[config.mk]
export PLATFORM = sky130hd
export DESIGN_NAME = vec_len_cfg
export DESIGN_NICKNAME = d
export VERILOG_FILES = /design/src/rtl/vlcfg_pkg.sv /design/src/rtl/vlcfg_clamp.sv /design/src/rtl/vlcfg_dec.sv /design/src/rtl/vlcfg_next.sv /design/src/rtl/vlcfg_rdmux.sv /design/src/rtl/vec_len_cfg.sv
export SDC_FILE = /design/constraint.sdc
export NUM_CORES = 1
export LEC_CHECK = 0
export ABC_AREA = 1
export BUFFER_PORTS_ARGS = -buffer_cell sky130_fd_sc_hd__buf_2
export CORE_MARGIN = 1
export CORE_UTILIZATION = 45
export DETAILED_ROUTE_END_ITERATION = 12
export GPL_TIMING_DRIVEN = 0
export HOLD_SLACK_MARGIN = 0.12
export PLACE_DENSITY_LB_ADDON = 0.08
export SETUP_SLACK_MARGIN = 0.15
export SLEW_MARGIN = 5
export SYNTH_ARGS = -nofsm -noshare
export SYNTH_HDL_FRONTEND = slang
export SYNTH_SLANG_ARGS = --single-unit
[constraint.sdc]
create_clock -name clk_i -period 4 [get_ports clk_i]
set_input_delay 0.4 -clock clk_i [delete_from_list [all_inputs] [get_ports clk_i]]
set_output_delay 0.4 -clock clk_i [all_outputs]
set_load 0.01 [all_outputs]
[src/rtl/vlcfg_pkg.sv]
package vlcfg_pkg;
  typedef enum logic [1:0] {
    WK_NONE = 2'd0,
    WK_MVL  = 2'd1,
    WK_VL   = 2'd2,
    WK_PACK = 2'd3
  } wr_kind_e;
endpackage

[src/rtl/vlcfg_clamp.sv]
module vlcfg_clamp #(
  parameter int IN_W  = 32,
  parameter int OUT_W = 7
) (
  input  logic [IN_W-1:0]  val_i,
  input  logic [OUT_W-1:0] lim_i,
  output logic [OUT_W-1:0] res_o
);
  always_comb begin
    if (val_i > IN_W'(lim_i)) res_o = lim_i;
    else                      res_o = val_i[OUT_W-1:0];
  end
endmodule

[src/rtl/vlcfg_dec.sv]
module vlcfg_dec
  import vlcfg_pkg::*;
#(
  parameter int ADDR_W = 12,
  parameter int DATA_W = 32,
  parameter logic [ADDR_W-1:0] A_MVL  = 12'h0C0,
  parameter logic [ADDR_W-1:0] A_VL   = 12'h0C1,
  parameter logic [ADDR_W-1:0] A_PACK = 12'h0C2
) (
  input  logic              wr_en_i,
  input  logic [ADDR_W-1:0] wr_addr_i,
  input  logic [DATA_W-1:0] wr_data_i,
  output wr_kind_e          kind_o,
  output logic              zero_wr_o
);
  logic len_addr;
  logic is_zero;

  assign len_addr = (wr_addr_i == A_MVL) || (wr_addr_i == A_VL);
  assign is_zero  = (wr_data_i == '0);

  always_comb begin
    kind_o    = WK_NONE;
    zero_wr_o = 1'b0;
    if (wr_en_i) begin
      if (len_addr && is_zero) begin
        zero_wr_o = 1'b1;
      end else if (wr_addr_i == A_MVL) begin
        kind_o = WK_MVL;
      end else if (wr_addr_i == A_VL) begin
        kind_o = WK_VL;
      end else if (wr_addr_i == A_PACK) begin
        kind_o = WK_PACK;
      end
    end
  end
endmodule

[src/rtl/vlcfg_next.sv]
module vlcfg_next
  import vlcfg_pkg::*;
#(
  parameter int DATA_W  = 32,
  parameter int MAX_LEN = 64,
  parameter int NUM_OFF = 2,
  localparam int FLD_W  = $clog2(MAX_LEN),
  localparam int CNT_W  = $clog2(MAX_LEN + 1)
) (
  input  wr_kind_e                        kind_i,
  input  logic [DATA_W-1:0]               wr_data_i,
  input  logic [CNT_W-1:0]                mvl_i,
  input  logic [CNT_W-1:0]                vl_i,
  input  logic [NUM_OFF-1:0][FLD_W-1:0]   offs_i,
  output logic [CNT_W-1:0]                mvl_o,
  output logic [CNT_W-1:0]                vl_o,
  output logic [NUM_OFF-1:0][FLD_W-1:0]   offs_o
);
  logic [FLD_W-1:0]  f_mvl, f_vl;
  logic [DATA_W-1:0] mvl_cand, vl_cand;
  logic [FLD_W-1:0]  off_lim;

  assign f_mvl = wr_data_i[FLD_W-1:0];
  assign f_vl  = wr_data_i[2*FLD_W-1:FLD_W];

  always_comb begin
    case (kind_i)
      WK_MVL:  mvl_cand = wr_data_i;
      WK_PACK: mvl_cand = DATA_W'({1'b0, f_mvl}) + DATA_W'(1);
      default: mvl_cand = DATA_W'(mvl_i);
    endcase
    case (kind_i)
      WK_VL:   vl_cand = wr_data_i;
      WK_PACK: vl_cand = DATA_W'({1'b0, f_vl}) + DATA_W'(1);
      default: vl_cand = DATA_W'(vl_i);
    endcase
  end

  vlcfg_clamp #(.IN_W(DATA_W), .OUT_W(CNT_W)) u_clamp_mvl (
    .val_i (mvl_cand),
    .lim_i (CNT_W'(MAX_LEN)),
    .res_o (mvl_o)
  );

  // current length bounded by the largest length of the same write
  vlcfg_clamp #(.IN_W(DATA_W), .OUT_W(CNT_W)) u_clamp_vl (
    .val_i (vl_cand),
    .lim_i (mvl_o),
    .res_o (vl_o)
  );

  assign off_lim = FLD_W'(vl_o - CNT_W'(1));

  for (genvar k = 0; k < NUM_OFF; k++) begin : g_off
    logic [FLD_W-1:0] cand;
    assign cand = (kind_i == WK_PACK) ? wr_data_i[(k+2)*FLD_W +: FLD_W] : offs_i[k];
    vlcfg_clamp #(.IN_W(FLD_W), .OUT_W(FLD_W)) u_clamp_off (
      .val_i (cand),
      .lim_i (off_lim),
      .res_o (offs_o[k])
    );
  end
endmodule

[src/rtl/vlcfg_rdmux.sv]
module vlcfg_rdmux #(
  parameter int ADDR_W  = 12,
  parameter int DATA_W  = 32,
  parameter int MAX_LEN = 64,
  parameter int NUM_OFF = 2,
  parameter logic [ADDR_W-1:0] A_MVL  = 12'h0C0,
  parameter logic [ADDR_W-1:0] A_VL   = 12'h0C1,
  parameter logic [ADDR_W-1:0] A_PACK = 12'h0C2,
  localparam int FLD_W  = $clog2(MAX_LEN),
  localparam int CNT_W  = $clog2(MAX_LEN + 1),
  localparam int PACK_W = (NUM_OFF + 2) * FLD_W
) (
  input  logic [ADDR_W-1:0]             rd_addr_i,
  input  logic [CNT_W-1:0]              mvl_i,
  input  logic [CNT_W-1:0]              vl_i,
  input  logic [NUM_OFF-1:0][FLD_W-1:0] offs_i,
  output logic [DATA_W-1:0]             rd_data_o
);
  logic [PACK_W-1:0] packed_w;

  assign packed_w = {offs_i, FLD_W'(vl_i - CNT_W'(1)), FLD_W'(mvl_i - CNT_W'(1))};

  always_comb begin
    if (rd_addr_i == A_MVL)       rd_data_o = DATA_W'(mvl_i);
    else if (rd_addr_i == A_VL)   rd_data_o = DATA_W'(vl_i);
    else if (rd_addr_i == A_PACK) rd_data_o = DATA_W'(packed_w);
    else                          rd_data_o = '0;
  end
endmodule

[src/rtl/vec_len_cfg.sv]
module vec_len_cfg
  import vlcfg_pkg::*;
#(
  parameter int ADDR_W  = 12,
  parameter int DATA_W  = 32,
  parameter int MAX_LEN = 64,
  parameter logic [ADDR_W-1:0] A_MVL  = 12'h0C0,
  parameter logic [ADDR_W-1:0] A_VL   = 12'h0C1,
  parameter logic [ADDR_W-1:0] A_PACK = 12'h0C2
) (
  input  logic              clk_i,
  input  logic              rst_ni,
  input  logic              wr_en_i,
  input  logic [ADDR_W-1:0] wr_addr_i,
  input  logic [DATA_W-1:0] wr_data_i,
  input  logic [ADDR_W-1:0] rd_addr_i,
  output logic [DATA_W-1:0] rd_data_o,
  output logic              illegal_o
);
  localparam int NUM_OFF = 2;
  localparam int FLD_W   = $clog2(MAX_LEN);
  localparam int CNT_W   = $clog2(MAX_LEN + 1);

  wr_kind_e                      kind;
  logic                          zero_wr;
  logic [CNT_W-1:0]              mvl_q, vl_q, mvl_n, vl_n;
  logic [NUM_OFF-1:0][FLD_W-1:0] offs_q, offs_n;
  logic                          ill_q;

  vlcfg_dec #(
    .ADDR_W(ADDR_W), .DATA_W(DATA_W),
    .A_MVL(A_MVL), .A_VL(A_VL), .A_PACK(A_PACK)
  ) u_dec (
    .wr_en_i   (wr_en_i),
    .wr_addr_i (wr_addr_i),
    .wr_data_i (wr_data_i),
    .kind_o    (kind),
    .zero_wr_o (zero_wr)
  );

  vlcfg_next #(
    .DATA_W(DATA_W), .MAX_LEN(MAX_LEN), .NUM_OFF(NUM_OFF)
  ) u_next (
    .kind_i    (kind),
    .wr_data_i (wr_data_i),
    .mvl_i     (mvl_q),
    .vl_i      (vl_q),
    .offs_i    (offs_q),
    .mvl_o     (mvl_n),
    .vl_o      (vl_n),
    .offs_o    (offs_n)
  );

  always_ff @(posedge clk_i or negedge rst_ni) begin
    if (!rst_ni) begin
      mvl_q  <= CNT_W'(1);
      vl_q   <= CNT_W'(1);
      offs_q <= '0;
      ill_q  <= 1'b0;
    end else begin
      ill_q <= zero_wr;
      if (kind != WK_NONE) begin
        mvl_q  <= mvl_n;
        vl_q   <= vl_n;
        offs_q <= offs_n;
      end
    end
  end

  assign illegal_o = ill_q;

  vlcfg_rdmux #(
    .ADDR_W(ADDR_W), .DATA_W(DATA_W), .MAX_LEN(MAX_LEN), .NUM_OFF(NUM_OFF),
    .A_MVL(A_MVL), .A_VL(A_VL), .A_PACK(A_PACK)
  ) u_rdmux (
    .rd_addr_i (rd_addr_i),
    .mvl_i     (mvl_q),
    .vl_i      (vl_q),
    .offs_i    (offs_q),
    .rd_data_o (rd_data_o)
  );
endmodule

==> out/qor.csv, run 1 <==
metric;value;unit
outcome;finished, violations left;
failing checks;negative setup slack;
# fillers;680;
Max stage delay on crit path;0.25;ns
VDD IR max;0.0000925;V
Synth Cell Area;3580;µm²
DR pass1 iterations;4;
largest area contributor in the netlist;dfrtp_1;
CTS tree;built;
Total GRT Usage;27.8;%
Initial DRC Count;239;
Worst Skew;0.0180;ns
setup_tns;-10.08;ns
initial core utilization;46.4;%
slew margin rel.;55.5;%
Die H;91.2;µm
CP startpoint kind;primary input;
Yosys reg bits;27;
worst reg2reg startpoint;mvl_q[1];
critical path arrival;5.09;ns
design area;5300;µm²
final setup fails;12;
Setup crit start;wr_addr_i[11];
register-to-register setup slack;-0.38;ns
Async SR Flop Fraction;100;%
Reg clk slew, reported paths;0.11;ns
placed cells;745;
Worst-Margin Slew;0.667;ns
clk buf depth;2;
Synth top area share;17.5;%
fin crit period;4.91;ns
WHS;0.124;ns
largest net degree at the start of global routing;28;
crit path capture type;flip-flop;
Synth area leaders;dfrtp_1 17%, nand2_1 13%, ha_1 9.1%;
Syn Area/Cell;6.48;µm²
Die Width;91.2;µm
Routed Antenna Nets;0;
Crit Path Max Fanout;7;
hpwl dp;8.57;mm
vias in the first global route;3887;
RSZ-0062 raised after global routing;yes;
register area share after synthesis;18.9;%
min-delay worst type;primary input to async pin;
DRC viols;0;
share of layout cells above drive strength 1;44.6;%
P_leak;2.71;nW
wire per inst;14.5;µm
FMAX;204;MHz
CTS Buf Count;3;
initial antenna violation count;0;
critical setup path kind;primary input to flip-flop;
Max Transition Viols Final;0;
Placeable Area;7730;µm²
clk_lat worst skew;0.30;ns
Post-synth top flop;dfrtp_1;
area delta synth->final;48.0;%
EDFF count, synth;0;
Vias;4171;
final wirelength;11.8;mm
diodes inserted;0;
GP Congestion;0.918;
GR Overflow Total;0;
Post-DP Area;4330;µm²
PortBufs;83;
global-route wire length before repair;18.5;mm
Period Utilization, post-route;123;%
crit-path most repeated cell;nand2_4;
Max Cap Viol;0;
H-Tree Depth;1;
Syn Inst Count;553;
Root Buffer;clkbuf_8;
Sink Count;27;
Distinct cells, synth;46;
Rows;32;
die area;8320;µm²
final non-filler cell total;810;
Ports;92;
WP data required;4.18;ns
Via density;5.15;
CP max-delay cell;or2_1;
PwrDens;119;nW/µm²
final hold vios;0;
layout net count;794;
final worst setup slack;-0.910;ns
Synth Warn #;0;
where the power goes:
group	switching, W	internal [W]
clock	0.0000997	0.0000704
combinational	0.0000984	0.0000847
sequential	0.00000290	0.000276
total	0.000201	0.000431
layout make-up:
class | instances | area, µm² | share of cell area (%)
multi-input combinational | 424 | 2970 | 56.1
timing repair buffer | 144 | 976 | 18.4
sequential | 27 | 678 | 12.8
inverter | 89 | 359 | 6.77
buffer | 20 | 141 | 2.67
tap | 102 | 128 | 2.41
clock buffer | 3 | 41.3 | 0.779
clock inverter | 1 | 5.00 | 0.0944
metal layers:
metal / global-route usage [%] / wire length (µm) / vias to the layer above
met5: 0 / 0 / -
met3: 4.02 / 611 / 13
met2: 44.9 / 5500 / 145
met4: 9.26 / 172 / 0
li1: - / - / 2111
met1: 37.9 / 5490 / 1902
state kept, by name, summed over array words and instances, names as in the netlist:
| register | count |
|---|---|
| vl_q | 7 |
| mvl_q | 7 |
| offs_q | 12 |
| illegal_o | 1 |
metrics by stage:
stage / worst slack (ns) / util, % / total power (W)
6_report: -0.910 / 68.6 / 0.000632
5_1_grt: -1.19 / 68.6 / 0.000655
4_1_cts: -0.788 / 64.8 / 0.000609
3_5_place_dp: -1.58 / 56.0 / 0.000422
3_3_place_gp: -1.59 / 56.0 / 0.000420
2_1_floorplan: -0.599 / - / 0.000362
critical path, delay by kind of cell:
family	cells	cell delay [ns]
AOI/OAI and AO/OA	10	1.41
adders and majority gates	3	0.59
buffers and inverters	7	0.72
and+or+nand+nor	19	1.95
cell usage in the layout, fill, tap and decap left out, types with 5 or more instances in the layout:
cell      Yosys  final
a21oi_2       0      5
xor2_1        8      8
buf_6         2     11
buf_2         2     77
o21ai_0      43     30
dfrtp_1      25     25
nor2_2        8     15
inv_1        77     66
inv_2        12     15
inv_4         0      7
o21ai_2       6     12
conb_1        1      8
nand4_1      18     18
nand3_2       4     12
ha_1         26     15
buf_4         9     64
nor2_1       60     42
o211ai_1      7      7
nand2_2       9     25
o221ai_1      5      5
ha_4          0     11
nand2_4       5     11
nand3_1      33     24
nand2_1     126    102
nor2_4        4     15
clkbuf_1      7      6
o21ai_1       5     12
a21oi_1      15     10
repair_timing:
| action | in CTS | in global routing |
|---|---|---|
| cloned | 3 | 0 |
| setup buffers | 42 | 16 |
| hold buffers | 0 | 0 |
| gates resized for setup | 59 | 44 |
| pin swaps | 56 | 52 |
| setup endpoints to repair | 12 | 13 |
cells by family (layout without fill, tap and decap cells):
group                      after synthesis  in the layout  share of synthesized area (%)
buffers and inverters                  109            257                           12.9
and+or+nand+nor                        288            288                           40.4
adders and majority gates               26             26                           9.08
DFF                                     27             27                           18.9
AOI/OAI and AO/OA                       93             93                           16.2
other                                    1              8                          0.105
xor gates and xnor gates                 9              9                           2.41
Yosys cell counts (all sizes together), types with 8 or more instances:
cell,number
a21oi,15
buf,13
dfrtp,25
ha,26
inv,89
nand2,141
nand3,38
nand4,20
nor2,76
o21ai,54
xor2,8
final timing paths:
kind | end | cells past startpoint
min reg2reg | offs_q[5] | 2
min | offs_q[4] | 1
max reg2reg | offs_q[0] | 31
max | offs_q[0] | 39
min in group clk_i | illegal_o | 3
max in group asynchronous | vl_q[6] | 1
(Power assumes the default switching activity.)
==> run 2, diff against run 1 <==
==> constraint.sdc (replaced) <==
create_clock -name clk_i -period 4 [get_ports clk_i]
set_input_delay 0.2 -clock clk_i [delete_from_list [all_inputs] [get_ports clk_i]]
set_output_delay 0.2 -clock clk_i [all_outputs]
set_load 0.01 [all_outputs]
==> run 2 against run 1 <==
The flow still finishes with violations (negative setup slack). Register-to-register slack lost 0.02 ns. Final cell count rose by 0.12%. Routed wire length down 0.14%. Global-route usage hardly changed. Critical path depth is the same. Clock power down 3%. Clock skew shrank 0.0037 ns.
==> out/qor.csv, run 2 (same netlist as run 1, synthesis figures left out) <==
metric;value;unit;change
Vias;4184;;was 4171
sequential share of power;44.4;%;was 44.1%
DRC viols;0;;unchanged
CTS tree;built;;unchanged
CP startpoint kind;primary input;;unchanged
CP max-delay cell;or2_1;;unchanged
WHS;0.268;ns;was 0.124 ns
initial antenna violation count;0;;unchanged
initial core utilization;46.4;%;unchanged
Worst Skew;0.0143;ns;was 0.0180 ns
die area;8320;µm²;unchanged
final worst setup slack;-0.726;ns;was -0.910 ns
min-delay worst type;primary input to flip-flop;;was primary input to async pin
share of layout cells above drive strength 1;44.6;%;about the same
diodes inserted;0;;unchanged
critical setup path kind;primary input to flip-flop;;unchanged
Placeable Area;7730;µm²;unchanged
Total GRT Usage;27.8;%;about the same
Routed Antenna Nets;0;;unchanged
wire per inst;14.5;µm;about the same
crit-path most repeated cell;nand2_4;;unchanged
internal power;0.000431;W;about the same
Max Transition Viols Final;0;;unchanged
Ports;92;;unchanged
CP delay by family, top;simple AND/OR/NAND/NOR gates;;unchanged
placed cells;745;;unchanged
Period Utilization, post-route;118;%;was 123%
combinational share of power;29.3;%;was 29.0%
clock power share;26.3;%;was 26.9%
Die Width;91.2;µm;unchanged
critical path arrival;4.90;ns;was 5.09 ns
PortBufs;83;;unchanged
DR pass1 iterations;5;;was 4
largest net degree at the start of global routing;28;;unchanged
WP data required;4.17;ns;was 4.18 ns
Net Sw Frac;31.2;%;was 31.8%
slew margin rel.;55.2;%;was 55.5%
final non-filler cell total;811;;was 810
vias in the first global route;3893;;was 3887
Reg clk slew, reported paths;0.11;ns;about the same
area delta synth->final;48.3;%;was 48.0%
Switching Power;0.000196;W;was 0.000201 W
final hold vios;0;;unchanged
failing checks;negative setup slack;;unchanged
Biggest register;offs_q;;unchanged
layout net count;795;;was 794
CTS Buf Count;3;;unchanged
P_leak;2.72;nW;was 2.71 nW
Max Cap Viol;0;;unchanged
fin crit period;4.73;ns;was 4.91 ns
PwrDens;118;nW/µm²;was 119 nW/µm²
Initial DRC Count;236;;was 239
Multi-input gate area;2970;µm²;unchanged
VDD IR max;0.0000894;V;was 0.0000925 V
crit path capture type;flip-flop;;unchanged
final setup fails;12;;unchanged
# fillers;676;;was 680
GR Overflow Total;0;;unchanged
H-Tree Depth;1;;unchanged
max reg flops;12;;unchanged
clk buf depth;2;;unchanged
Crit Path Max Fanout;7;;unchanged
Via density;5.16;;was 5.15
biggest regs;offs_q (12), mvl_q (7), vl_q (7);;unchanged
FMAX;212;MHz;was 204 MHz
Root Buffer;clkbuf_8;;unchanged
Max stage delay on crit path;0.25;ns;about the same
hpwl dp;8.57;mm;unchanged
Sink Count;27;;unchanged
RSZ-0062 raised after global routing;yes;;unchanged
outcome;finished, violations left;;unchanged
global-route wire length before repair;18.5;mm;about the same
Worst-Margin Slew;0.673;ns;was 0.667 ns
Die H;91.2;µm;unchanged
Rows;32;;unchanged
final wirelength;11.8;mm;about the same
most common cell after layout, fill and taps aside;nand2_1;;unchanged
GP Congestion;0.918;;unchanged
commonest cells after routing, fill and taps aside;102 x nand2_1, 77 x buf_2, 66 x inv_1, 64 x buf_4, 42 x nor2_1;;unchanged
clk_lat worst skew;0.29;ns;was 0.30 ns
register area;678;µm²;unchanged
CP bufs+invs;7;;unchanged
run 2: layout make-up:
cell class / instances / area share (%)
tap: 102 / 2.40
buffer: 20 / 2.66
multi-input combinational: 424 / 56.0
inverter: 89 / 6.76
timing repair buffer: 145 / 18.6
clock inverter: 1 / 0.0942
sequential: 27 / 12.8
clock buffer: 3 / 0.777
run 2: repair_timing:
item,CTS,global route
gates resized for setup,59,44
setup buffers,42,16
pin swaps,56,52
hold endpoints to repair,25,0
setup endpoints to repair,12,12
hold buffers,1,0
gates cloned,3,0
run 2: routing by layer:
metal | track usage, % | up-vias | part of all wire (%)
li1 | - | 2110 | -
met1 | 38.0 | 1904 | 47
met2 | 45.0 | 153 | 47
met3 | 4.02 | 17 | 5.1
met4 | 9.26 | 0 | 1.5
met5 | 0 | - | 0
run 2: worst min-delay path: cells and delay by family:
kind                   cells  cell delay [ns]
buffers and inverters      2             0.25
and+or+nand+nor            1             0.06
run 2: worst paths after layout:
kind,startpoint,endpoint,slack [ns],depth (start not counted)
worst max register to register,mvl_q[1],offs_q[0],-0.40,31
max in group asynchronous,rst_ni,vl_q[6],3.08,2
min in group asynchronous,rst_ni,offs_q[4],0.47,2
worst max-delay path,wr_addr_i[11],offs_q[0],-0.73,39
worst min register to register,offs_q[5],offs_q[5],0.49,2
worst min-delay path,wr_en_i,illegal_o,0.27,3
run 2: power by group through the flow:
stage | clock network [W] | registers [W] | logic, W
floorplan | 0 | 0.000283 | 0.0000790
global placement | 0 | 0.000284 | 0.000136
detailed placement | 0 | 0.000284 | 0.000138
CTS | 0.000167 | 0.000279 | 0.000164
global route | 0.000176 | 0.000279 | 0.000201
finish | 0.000165 | 0.000279 | 0.000184
run 2: per-stage QoR:
step           worst slack, ns  power [W]  util (%)  TNS [ns]  cell area, µm²
6_report                -0.726   0.000627      68.7     -7.70            5310
5_1_grt                 -0.991   0.000656      68.7    -11.07            5310
4_1_cts                 -0.588   0.000610      64.9     -6.22            5010
3_5_place_dp             -1.38   0.000422      56.0    -15.14            4330
3_3_place_gp             -1.39   0.000420      56.0    -15.14            4330
2_1_floorplan           -0.399   0.000362         -     -4.13            3780
==> run 3, diff against run 2 <==
- SETUP_SLACK_MARGIN: 0.15 -> unset
==> run 3 against run 2 <==
The flow still finishes with violations (negative setup slack). Clock power about the same. Register-to-register slack about the same. Sequential share of layout area unchanged. Cell area unchanged. Largest cell class unchanged. Highest routed layer unchanged.
==> out/qor.csv, run 3 (same netlist as run 1, synthesis figures left out) <==
metric;value;unit;change
outcome;finished, violations left;;unchanged
failing checks;negative setup slack;;unchanged
layout net count;795;;unchanged
setup_tns;-7.78;ns;was -7.70 ns
most common cell after layout, fill and taps aside;nand2_1;;unchanged
final worst setup slack;-0.734;ns;was -0.726 ns
Worst-Margin Slew;0.672;ns;was 0.673 ns
clk buf depth;2;;unchanged
RSZ-0062 raised after global routing;yes;;unchanged
CP max-delay cell;a31oi_4;;was or2_1
P_leak;2.72;nW;unchanged
Via density;5.15;;was 5.16
Root Buffer;clkbuf_8;;unchanged
max reg flops;12;;unchanged
WP data required;4.17;ns;about the same
CP startpoint kind;primary input;;unchanged
CTS Buf Count;3;;unchanged
fin crit period;4.73;ns;about the same
Biggest register;offs_q;;unchanged
DRC viols;0;;unchanged
largest net degree at the start of global routing;28;;unchanged
GR Overflow Total;0;;unchanged
Rows;32;;unchanged
min-delay worst type;primary input to flip-flop;;unchanged
Placeable Area;7730;µm²;unchanged
register area;678;µm²;unchanged
Post-DP Area;4330;µm²;unchanged
hpwl dp;8.57;mm;unchanged
Die Width;91.2;µm;unchanged
clk_lat worst skew;0.29;ns;about the same
Routed Antenna Nets;0;;unchanged
die area;8320;µm²;unchanged
Crit Path Max Fanout;7;;unchanged
commonest cells after routing, fill and taps aside;102 x nand2_1, 77 x buf_2, 66 x inv_1, 64 x buf_4, 42 x nor2_1;;unchanged
PortBufs;83;;unchanged
Max Transition Viols Final;0;;unchanged
Sink Count;27;;unchanged
Reg clk slew, reported paths;0.11;ns;about the same
Multi-input gate area;2970;µm²;unchanged
Initial DRC Count;210;;was 236
DR pass1 iterations;4;;was 5
share of layout cells above drive strength 1;44.6;%;unchanged
final wirelength;11.7;mm;was 11.8 mm
wire per inst;14.5;µm;about the same
register-to-register setup slack;-0.39;ns;was -0.40 ns
Worst Skew;0.0153;ns;was 0.0143 ns
Die H;91.2;µm;unchanged
PwrDens;118;nW/µm²;about the same
slew margin rel.;55.2;%;about the same
global-route wire length before repair;18.5;mm;unchanged
area delta synth->final;48.3;%;unchanged
VDD IR max;0.0000900;V;was 0.0000894 V
H-Tree Depth;1;;unchanged
Max Cap Viol;0;;unchanged
design area;5310;µm²;unchanged
crit path capture type;flip-flop;;unchanged
# fillers;676;;unchanged
Period Utilization, post-route;118;%;about the same
CTS tree;built;;unchanged
FMAX;211;MHz;was 212 MHz
critical setup path kind;primary input to flip-flop;;unchanged
Ports;92;;unchanged
final setup fails;12;;unchanged
Vias;4175;;was 4184
Max stage delay on crit path;0.24;ns;was 0.25 ns
critical path arrival;4.90;ns;about the same
diodes inserted;0;;unchanged
Total GRT Usage;27.8;%;unchanged
GP Congestion;0.918;;unchanged
initial antenna violation count;0;;unchanged
initial core utilization;46.4;%;unchanged
vias in the first global route;3893;;unchanged
biggest regs;offs_q (12), mvl_q (7), vl_q (7);;unchanged
final hold vios;0;;unchanged
run 3: cell counts in the layout (fill, tap and decap cells not counted):
Identical to the previous run, type by type.
run 3: what timing repair did:
| action | CTS | global route |
|---|---|---|
| gates resized for setup | 59 | 44 |
| hold endpoints to repair | 25 | 0 |
| gates cloned | 3 | 0 |
| setup buffers | 42 | 16 |
| hold buffers | 1 | 0 |
| pin swaps | 56 | 52 |
| endpoints found under the setup margin | 12 | 12 |
run 3: report_power, final:
group | internal (W) | switching (W)
combinational | 0.0000853 | 0.0000985
clock | 0.0000702 | 0.0000950
sequential | 0.000276 | 0.00000290
total | 0.000431 | 0.000196
run 3: per-stage QoR:
stage / hold slack [ns] / power, W / setup slack [ns] / utilization, % / instances
2_1_floorplan: -0.0956 / 0.000362 / -0.399 / - / 560
3_3_place_gp: 0.266 / 0.000420 / -1.39 / 56.0 / 745
3_5_place_dp: 0.268 / 0.000422 / -1.38 / 56.0 / 745
4_1_cts: 0.250 / 0.000610 / -0.588 / 64.9 / 795
5_1_grt: 0.277 / 0.000656 / -0.991 / 68.7 / 811
6_report: 0.269 / 0.000628 / -0.734 / 68.7 / 811
run 3: layout make-up:
class	count	share of cell area (%)
Buffer	20	2.66
Clock buffer	3	0.777
Clock inverter	1	0.0942
Inverter	89	6.76
Multi-Input combinational cell	424	56.0
Sequential cell	27	12.8
Tap cell	102	2.40
Timing Repair Buffer	145	18.6
run 3: worst paths after layout:
check	startpoint	end	cells after the start
min in group asynchronous	rst_ni	offs_q[4]	2
worst min-delay path	wr_en_i	illegal_o	3
worst max register to register	mvl_q[1]	offs_q[0]	31
max in group asynchronous	rst_ni	vl_q[6]	2
worst min register to register	offs_q[5]	offs_q[5]	2
worst max-delay path	wr_addr_i[11]	offs_q[0]	38
run 3: critical path, delay by kind of cell:
kind | cells | cell delay, ns
adder cells (fa/ha/maj) | 2 | 0.43
AO/OA/AOI/OAI | 10 | 1.43
buffers and inverters | 7 | 0.77
AND/OR/NAND/NOR | 19 | 2.05
run 3: layer usage:
layer,vias to the layer above,part of all wire (%),GRT usage (%)
li1,2113,-,-
met1,1890,46,38.0
met2,155,47,45.0
met3,17,6.0,4.02
met4,0,1.6,9.26
met5,-,0,0
